`config.mk`:
```
export PLATFORM = sky130hd
export DESIGN_NAME = nand_access_seq
export DESIGN_NICKNAME = d
export VERILOG_FILES = /design/src/rtl/nand_seq_pkg.sv /design/src/rtl/nand_timing_sel.sv /design/src/rtl/nand_phase_ctr.sv /design/src/rtl/nand_access_seq.sv
export SDC_FILE = /design/constraint.sdc
export NUM_CORES = 1
export LEC_CHECK = 0
export ABC_AREA = 1
export BUFFER_PORTS_ARGS = -buffer_cell sky130_fd_sc_hd__clkbuf_2
export CORE_ASPECT_RATIO = 1.25
export CORE_UTILIZATION = 45
export CTS_BUF_LIST = sky130_fd_sc_hd__clkbuf_4 sky130_fd_sc_hd__clkbuf_8 sky130_fd_sc_hd__clkbuf_16
export CTS_CLUSTER_DIAMETER = 80
export DETAILED_ROUTE_END_ITERATION = 16
export GPL_TIMING_DRIVEN = 0
export HOLD_SLACK_MARGIN = 0.08
export PLACE_DENSITY = 0.8
export SLEW_MARGIN = 25
export SYNTH_ARGS = -nofsm -noshare
export SYNTH_HDL_FRONTEND = slang
export SYNTH_SLANG_ARGS = --single-unit
export TNS_END_PERCENT = 10
```
`constraint.sdc`:
```
create_clock -name clk -period 5.6 [get_ports clk]
set_clock_uncertainty 0.15 [all_clocks]
set_input_delay 0.28 -clock clk [delete_from_list [all_inputs] [get_ports clk]]
set_output_delay 0.28 -clock clk [all_outputs]
set_load 0.03 [all_outputs]
```
`src/rtl/nand_seq_pkg.sv`:
```
`timescale 1ns/1ps
package nand_seq_pkg;
   typedef enum logic [1:0] {
      PH_IDLE   = 2'd0,
      PH_SETUP  = 2'd1,
      PH_STROBE = 2'd2,
      PH_HOLD   = 2'd3
   } phase_e;
endpackage

```
`src/rtl/nand_timing_sel.sv`:
```
`timescale 1ns/1ps
// Chooses the three phase lengths of one access from the two timing sets.
module nand_timing_sel #(
   parameter int CNT_W         = 4,
   parameter int RD_HOLD_EXTRA = 2,
   localparam int LEN_W        = CNT_W + 1
) (
   input  logic [CNT_W-1:0] cmn_setup,
   input  logic [CNT_W-1:0] cmn_wait,
   input  logic [CNT_W-1:0] cmn_hold,
   input  logic [CNT_W-1:0] attr_setup,
   input  logic [CNT_W-1:0] attr_wait,
   input  logic [CNT_W-1:0] attr_hold,
   input  logic             use_attr,
   input  logic             is_write,
   output logic [LEN_W-1:0] setup_len,
   output logic [LEN_W-1:0] wait_len,
   output logic [LEN_W-1:0] hold_len
);
   function automatic logic [LEN_W-1:0] at_least_one(input logic [LEN_W-1:0] v);
      return (v == '0) ? LEN_W'(1) : v;
   endfunction

   logic [LEN_W-1:0] rd_hold_raw;
   logic [LEN_W-1:0] wr_hold_raw;

   generate
      if (RD_HOLD_EXTRA == 0) begin : g_rd_plain
         assign rd_hold_raw = LEN_W'(cmn_hold);
      end else begin : g_rd_ext
         assign rd_hold_raw = LEN_W'(cmn_hold) + LEN_W'(RD_HOLD_EXTRA);
      end
   endgenerate

   assign wr_hold_raw = use_attr ? LEN_W'(attr_hold) : LEN_W'(cmn_hold);

   assign setup_len = at_least_one(use_attr ? LEN_W'(attr_setup) : LEN_W'(cmn_setup));
   assign wait_len  = at_least_one(use_attr ? LEN_W'(attr_wait)  : LEN_W'(cmn_wait));
   assign hold_len  = at_least_one(is_write ? wr_hold_raw : rd_hold_raw);
endmodule

```
`src/rtl/nand_phase_ctr.sv`:
```
`timescale 1ns/1ps
// Down-counter measuring the remaining cycles of the current phase.
module nand_phase_ctr #(
   parameter int W = 5
) (
   input  logic         clk,
   input  logic         rst_n,
   input  logic         load,
   input  logic [W-1:0] load_val,
   output logic         done
);
   logic [W-1:0] cnt_q;

   always_ff @(posedge clk or negedge rst_n) begin
      if (!rst_n) begin
         cnt_q <= '0;
      end else if (load) begin
         cnt_q <= load_val;
      end else if (cnt_q != '0) begin
         cnt_q <= cnt_q - W'(1);
      end
   end

   assign done = (cnt_q == '0);
endmodule

```
`src/rtl/nand_access_seq.sv`:
```
`timescale 1ns/1ps
module nand_access_seq
   import nand_seq_pkg::*;
#(
   parameter int DW            = 8,
   parameter int CNT_W         = 4,
   parameter int RD_HOLD_EXTRA = 2
) (
   input  logic             clk,
   input  logic             rst_n,
   input  logic [CNT_W-1:0] cmn_setup,
   input  logic [CNT_W-1:0] cmn_wait,
   input  logic [CNT_W-1:0] cmn_hold,
   input  logic [CNT_W-1:0] attr_setup,
   input  logic [CNT_W-1:0] attr_wait,
   input  logic [CNT_W-1:0] attr_hold,
   input  logic             req_valid,
   input  logic             req_attr,
   input  logic             req_write,
   input  logic [DW-1:0]    req_wdata,
   output logic             ready,
   output logic             nand_ce_n,
   output logic             nand_we_n,
   output logic             nand_re_n,
   output logic [DW-1:0]    dq_o,
   output logic             dq_oe,
   input  logic [DW-1:0]    dq_i,
   output logic [DW-1:0]    rd_data,
   output logic             rd_valid
);
   localparam int LEN_W = CNT_W + 1;

   generate
      if (DW < 1) begin : g_bad_dw
         $error("nand_access_seq: DW must be at least 1");
      end
      if (CNT_W < 1 || CNT_W > 16) begin : g_bad_cnt
         $error("nand_access_seq: CNT_W must lie in 1..16");
      end
      if (RD_HOLD_EXTRA < 0 || RD_HOLD_EXTRA > (1 << CNT_W)) begin : g_bad_extra
         $error("nand_access_seq: RD_HOLD_EXTRA out of range");
      end
   endgenerate

   phase_e           phase_q;
   logic             wr_q;
   logic [DW-1:0]    wd_q;
   logic [LEN_W-1:0] wait_q, hold_q;
   logic [LEN_W-1:0] sel_setup, sel_wait, sel_hold;
   logic             accept;
   logic             ctr_load;
   logic [LEN_W-1:0] ctr_val;
   logic             ctr_done;
   logic             strobe_end;

   nand_timing_sel #(
      .CNT_W(CNT_W), .RD_HOLD_EXTRA(RD_HOLD_EXTRA)
   ) u_sel (
      .cmn_setup(cmn_setup), .cmn_wait(cmn_wait), .cmn_hold(cmn_hold),
      .attr_setup(attr_setup), .attr_wait(attr_wait), .attr_hold(attr_hold),
      .use_attr(req_attr), .is_write(req_write),
      .setup_len(sel_setup), .wait_len(sel_wait), .hold_len(sel_hold)
   );

   nand_phase_ctr #(.W(LEN_W)) u_ctr (
      .clk(clk), .rst_n(rst_n), .load(ctr_load), .load_val(ctr_val), .done(ctr_done)
   );

   assign accept     = (phase_q == PH_IDLE) && req_valid;
   assign strobe_end = (phase_q == PH_STROBE) && ctr_done;

   always_comb begin
      ctr_load = 1'b0;
      ctr_val  = '0;
      unique case (phase_q)
         PH_IDLE:   begin ctr_load = accept;   ctr_val = sel_setup - LEN_W'(1); end
         PH_SETUP:  begin ctr_load = ctr_done; ctr_val = wait_q - LEN_W'(1);    end
         PH_STROBE: begin ctr_load = ctr_done; ctr_val = hold_q - LEN_W'(1);    end
         default:   begin ctr_load = 1'b0;     ctr_val = '0;                    end
      endcase
   end

   always_ff @(posedge clk or negedge rst_n) begin
      if (!rst_n) begin
         phase_q  <= PH_IDLE;
         wr_q     <= 1'b0;
         wd_q     <= '0;
         wait_q   <= LEN_W'(1);
         hold_q   <= LEN_W'(1);
         rd_data  <= '0;
         rd_valid <= 1'b0;
      end else begin
         rd_valid <= strobe_end && !wr_q;
         if (strobe_end && !wr_q) rd_data <= dq_i;
         unique case (phase_q)
            PH_IDLE: if (accept) begin
               phase_q <= PH_SETUP;
               wr_q    <= req_write;
               wd_q    <= req_wdata;
               wait_q  <= sel_wait;
               hold_q  <= sel_hold;
            end
            PH_SETUP:  if (ctr_done) phase_q <= PH_STROBE;
            PH_STROBE: if (ctr_done) phase_q <= PH_HOLD;
            default:   if (ctr_done) phase_q <= PH_IDLE;
         endcase
      end
   end

   assign ready     = (phase_q == PH_IDLE);
   assign nand_ce_n = (phase_q == PH_IDLE);
   assign nand_we_n = !((phase_q == PH_STROBE) && wr_q);
   assign nand_re_n = !((phase_q == PH_STROBE) && !wr_q);
   assign dq_oe     = wr_q && (phase_q != PH_IDLE);
   assign dq_o      = wd_q;
endmodule

```
Yosys cells after proc, flatten, opt, wreduce, memory -nomap -nowiden --
Cells that the tools add are included.
Word-level totals: register bits 35, input bits 45, output and inout bits 22, word-level logic and storage cells 55
Operators by class: add/sub/neg operators 5, equal/unequal tests 5, multiplexer cells 16, reduce and logical (&&, ||, !) cells 21
Operators by type and width (number):
- 2-to-1 mux 5 bit | 6
- logical NOT 5 bit | 4
- subtractor 5 x 1 -> 5 bit (second input constant) | 4
- case mux 5 bit (3 select lines) | 1
- 2-to-1 mux 4 bit | 3
- 2-to-1 mux 2 bit | 4
- logical AND 1 bit | 6
- case mux 2 bit (3 select lines) | 1
- nonzero test 2 bit | 3
- adder 4 x 2 -> 5 bit (second input constant) | 1
- nonzero test 5 bit | 1
- != test 2 bit (second input constant) | 2
- AND reduction 4 bit | 1
- logical NOT 1 bit | 3
- equality test 2 x 1 -> 1 bit (second input constant) | 1
- equality test 2 bit (second input constant) | 1
- logical NOT 2 bit | 1
- != test 2 x 1 -> 1 bit (second input constant) | 1
- case mux 1 bit (2 select lines) | 1
- AND reduction 2 bit | 1
- OR reduction 2 bit | 1

Longest topological paths before layout --
word-level depth 6, gate-level depth with buffers 13, mapped depth without buffers 13

Modules after synthesis --
A second synthesis with hierarchy kept.
Second synthesis, totals: cell total of the unflattened synthesis 251, area, all modules 2114.5 µm²
Modules (own cells, without submodules):
- nand_access_seq | instances 1, cells each 150, area an instance 1480.2 µm², sequential area each 753.2 µm²
- nand_timing_sel | instances 1, cells each 62, area an instance 331.6 µm², sequential area each 0.0 µm²
- nand_phase_ctr | instances 1, cells each 39, area an instance 302.8 µm², sequential area each 125.1 µm²

Worst setup path after synthesis --
No wires, ideal clock.
kind register -> register, start point reg phase_q[0], end point reg u_ctr.cnt_q[2], library setup time 123 ps, arrival time 1714 ps, required time 5327 ps, setup slack 3613 ps, cell stages (with the launch flop) 13, path buffers 0, period minus slack after synthesis 1987 ps, cell sequence dfrtp_1 inv_1 ha_1 inv_2 nand2_1 a21oi_2 nand2_1 nand2_2 ha_1 nand2_2 inv_2 o31ai_1 inv_1
On the way: word-level cells in the longest chain between the ends 4, elaborated cells between the ends (all ways) 9, those cells by class 2 x eq/ne; 3 x mux; 4 x reduce/logical
Ends and longest elaborated chain:
- from (decl) | RTL line nand_access_seq.sv:45 | phase_e phase_q;
- from (signal assigned) | RTL line nand_access_seq.sv:85 | phase_q <= PH_IDLE;
- from (signal assigned) | RTL line nand_access_seq.sv:97 | phase_q <= PH_SETUP;
- from (signal assigned) | RTL line nand_access_seq.sv:103 | PH_SETUP: if (ctr_done) phase_q <= PH_STROBE;
- equality test 2 bit, or another cell as far along | RTL line nand_access_seq.sv:75 | unique case (phase_q)
- OR reduction 2 bit (no line) or logical AND 1 bit (tied branches)
- case mux 1 bit (2 select lines) | RTL line nand_access_seq.sv:75
- 2-to-1 mux 5 bit or nonzero test 2 bit (tied branches)
- to (signal assigned) | RTL line nand_phase_ctr.sv:18 | cnt_q <= load_val;
- to (signal assigned) | RTL line nand_phase_ctr.sv:20 | cnt_q <= cnt_q - W'(1);
- to (decl) | RTL line nand_phase_ctr.sv:12 | logic [W-1:0] cnt_q;
Parallel ways exist; a longest one is shown, timed or not. A chain may end at the register's enable or synchronous reset.

Worst setup path after layout --
Same ends and word-level chain as after synthesis.

==> results.json <==
{
  "outcome": "complete, no violations",
  "max-vdd-ir-drop_mv": 0.293,
  "netSwitchingFraction": 0.469,
  "p_sw_uw": 629,
  "cpPeakStageDelay_ps": 410,
  "wirelength_um": 4260,
  "ys_types": 33,
  "ys_top_cells_by_area": "dfrtp_1, nand2_1, ha_1",
  "cp.depth": 11,
  "ctsRootBufferMaster": "clkbuf_8",
  "setup.worst_path.class": "register to register",
  "clkLatencyLatePin_ps": 280,
  "relSlewSlack": 0.467,
  "cts_buffers": 5,
  "worstPathCellList": "inv_1 > ha_1 > inv_2 > nand2_1 > a21oi_2 > nand2_1 > nand2_2 > ha_1 > nor2_1 > o31ai_1 > inv_1",
  "critPathBufInv": 3,
  "critPathMaxFanout": 6,
  "io_pins": 67,
  "grt_max_degree": 35,
  "drtIter0Drc": 64,
  "nets": 397,
  "ant_nets": 0,
  "maxCapViolCount": 0,
  "arrival_ps": 2200,
  "route.detailed.drc": 0,
  "synth.largest_area_cell": "dfrtp_1",
  "worstSetupStartpointType": "register",
  "pwr-share-seq": 0.319,
  "holdWs_ps": 115,
  "cts.clk_slew.worst_paths_ps": 70,
  "num_antenna_cells": 0,
  "synth_top_area_share": 0.408,
  "place.gp.congestion": 0.807,
  "seq_area_frac_synth": 0.434,
  "vias": 1898,
  "synth_area_um2": 1960,
  "yosys_warnings": 0,
  "fin_tns_setup_ps": 0,
  "async_reset_ff_frac": 1.00,
  "die_w_um": 61.1,
  "power.internal_uw": 712,
  "hold_path_class": "input pin to register",
  "drive_gt1_frac": 0.301,
  "rows": 26,
  "hold_violations": 0,
  "first_global_vias": 1755,
  "pwr-share-comb": 0.541,
  "numPortBuffers": 66,
  "worstPathRequired_ps": 5620,
  "track_usage": 0.202,
  "via_per_inst": 4.73,
  "setup_violations": 0,
  "die-area_um2": 4640,
  "setup_ws_ps": 3420,
  "first_pass_iters": 4,
  "end_kind": "register",
  "layout_common_cells": "nand2_1, clkbuf_2, dfrtp_1",
  "power_density_nw_per_um2": 510,
  "max_slew.worst_pin.slew_ps": 800,
  "cp_top_family": "adder cells",
  "fin_crit_sh": 0.389,
  "cts_tree": "done",
  "grt-ovfl-total": 0,
  "synth_area_per_cell_um2": 7.73,
  "placed_cells": 376,
  "syn_to_final_growth_pct": 33.9,
  "finalMaxSlewViolations": 0,
  "dp_hpwl_um": 3190,
  "rsz0062_at_grt": "no",
  "critPathSlowestCell": "dfrtp_1",
  "wire_per_inst_um": 10.6,
  "synth_edf_count": 0,
  "antenna_found_initial": 0,
  "cts-htree-levels": 2,
  "hold_depth": 3,
  "grt_first_pass_wirelength_um": 7030,
  "die_h_um": 75.9,
  "r2r_cells": 11,
  "clock-sinks": 34,
  "p_leak_uw": 0.00142,
  "start_util": 0.475,
  "synthCells": 254,
  "clk_path_buf_depth": 2,
  "place_ws_ps": 3440,
  "placeableCoreArea_um2": 4130,
  "syn_nets": 307,
  "fmax_mhz": 459,
  "pwr-share-clk": 0.140,
  "final_common_cell": "nand2_1",
  "final_cells": 401,
  "ys.flop_type": "dfrtp_1",
  "fin_crit_ps": 2180,
  "yosys_register_bits": 34
}
[through the flow]
stage	instance area, um2	total power [uW]	util
2_1_floorplan	1960	966	-
3_3_place_gp	2360	1130	0.572
3_5_place_dp	2360	1150	0.572
4_1_cts	2630	1350	0.637
5_1_grt	2630	1460	0.637
6_report	2630	1340	0.637
[synth_stat cells, types with 2 or more instances]
master,count
nand2_1,105
nor2_1,7
a31oi_1,3
buf_4,2
nand3_1,14
inv_2,5
xnor2_1,2
nand2_2,7
xor2_1,2
nand2_4,2
dfstp_2,2
ha_1,8
buf_2,4
mux2i_1,2
nand4_1,3
inv_1,22
nor2_4,2
o21ai_0,15
dfrtp_1,32
nor3_1,2
[state kept, by name (all words and copies together), names as in the netlist]
name         cells
rd_data          8
dq_o             8
wr_q             1
u_ctr.cnt_q      5
wait_q           4
phase_q          2
rd_valid         1
hold_q           5
[logic make-up after synthesis]
logic type / Yosys count / share of synthesized area
buffers and inverters: 35 / 0.0771
AND/OR/NAND/NOR: 145 / 0.327
adder cells (fa/ha/maj): 8 / 0.0510
XOR/XNOR: 4 / 0.0178
flip-flops: 34 / 0.434
AO/OA/AOI/OAI: 26 / 0.0822
multiplexers: 2 / 0.0102
[final timing paths]
| check | slack (ps) | end | start |
|---|---|---|---|
| setup / recovery | 3420 | u_ctr.cnt_q[2]$_DFFE_PN0P_ | phase_q[0]$_DFFE_PN0P_ |
| hold / removal | 120 | wait_q[1]$_DFFE_PN0P_ | cmn_wait[1] |
| setup reg to reg | 3420 | u_ctr.cnt_q[2]$_DFFE_PN0P_ | phase_q[0]$_DFFE_PN0P_ |
| hold reg to reg | 330 | rd_data[7]$_DFFE_PN0P_ | rd_data[7]$_DFFE_PN0P_ |
| max in group asynchronous | 4310 | wait_q[2]$_DFFE_PN0P_ | rst_n |
| min in group asynchronous | 470 | rd_data[6]$_DFFE_PN0P_ | rst_n |
[worst reg2reg max path, stage by stage (launching register included)]
cell     delay, ps
dfrtp_1        410
inv_1           90
ha_1           400
inv_2          160
nand2_1         80
a21oi_2        100
nand2_1         70
nand2_2         90
ha_1           190
nor2_1          60
o31ai_1        230
inv_1           60
[power groups by stage]
stage               Combinational, uW  Clock (uW)  Sequential, uW
CTS                               730         192             426
detailed placement                718           0             429
finish                            725         188             428
global route                      816         204             443
global placement                  701           0             425
floorplan                         450           0             517
[timing repair]
action / in CTS / in global routing
setup buffers: 0 / 0
resized for setup: 0 / 0
hold buffers: 17 / 0
endpoints found under the hold margin: 48 / 0
[layout make-up]
| type | count | area (um2) |
|---|---|---|
| fillers | 390 | 1500 |
| multi-input cells | 185 | 960 |
| flip-flops and latches | 34 | 853 |
| repair buffers | 83 | 500 |
| inverters | 28 | 105 |
| clock buffers | 6 | 82.6 |
| well taps | 56 | 70.1 |
| plain buffers | 7 | 46.3 |
| clock inverters | 2 | 12.5 |
[metal layers]
metal  GRT usage  share of wire  routed length (um)  up-vias
met3      0.0323          0.028                 119        4
met5           0              0                   0        -
li1            -              -                   -      977
met2       0.373           0.57                2420       42
met4      0.0732          0.011                  45        0
met1       0.229           0.39                1670      875
No activity file was read; power rests on OpenSTA's default activity.
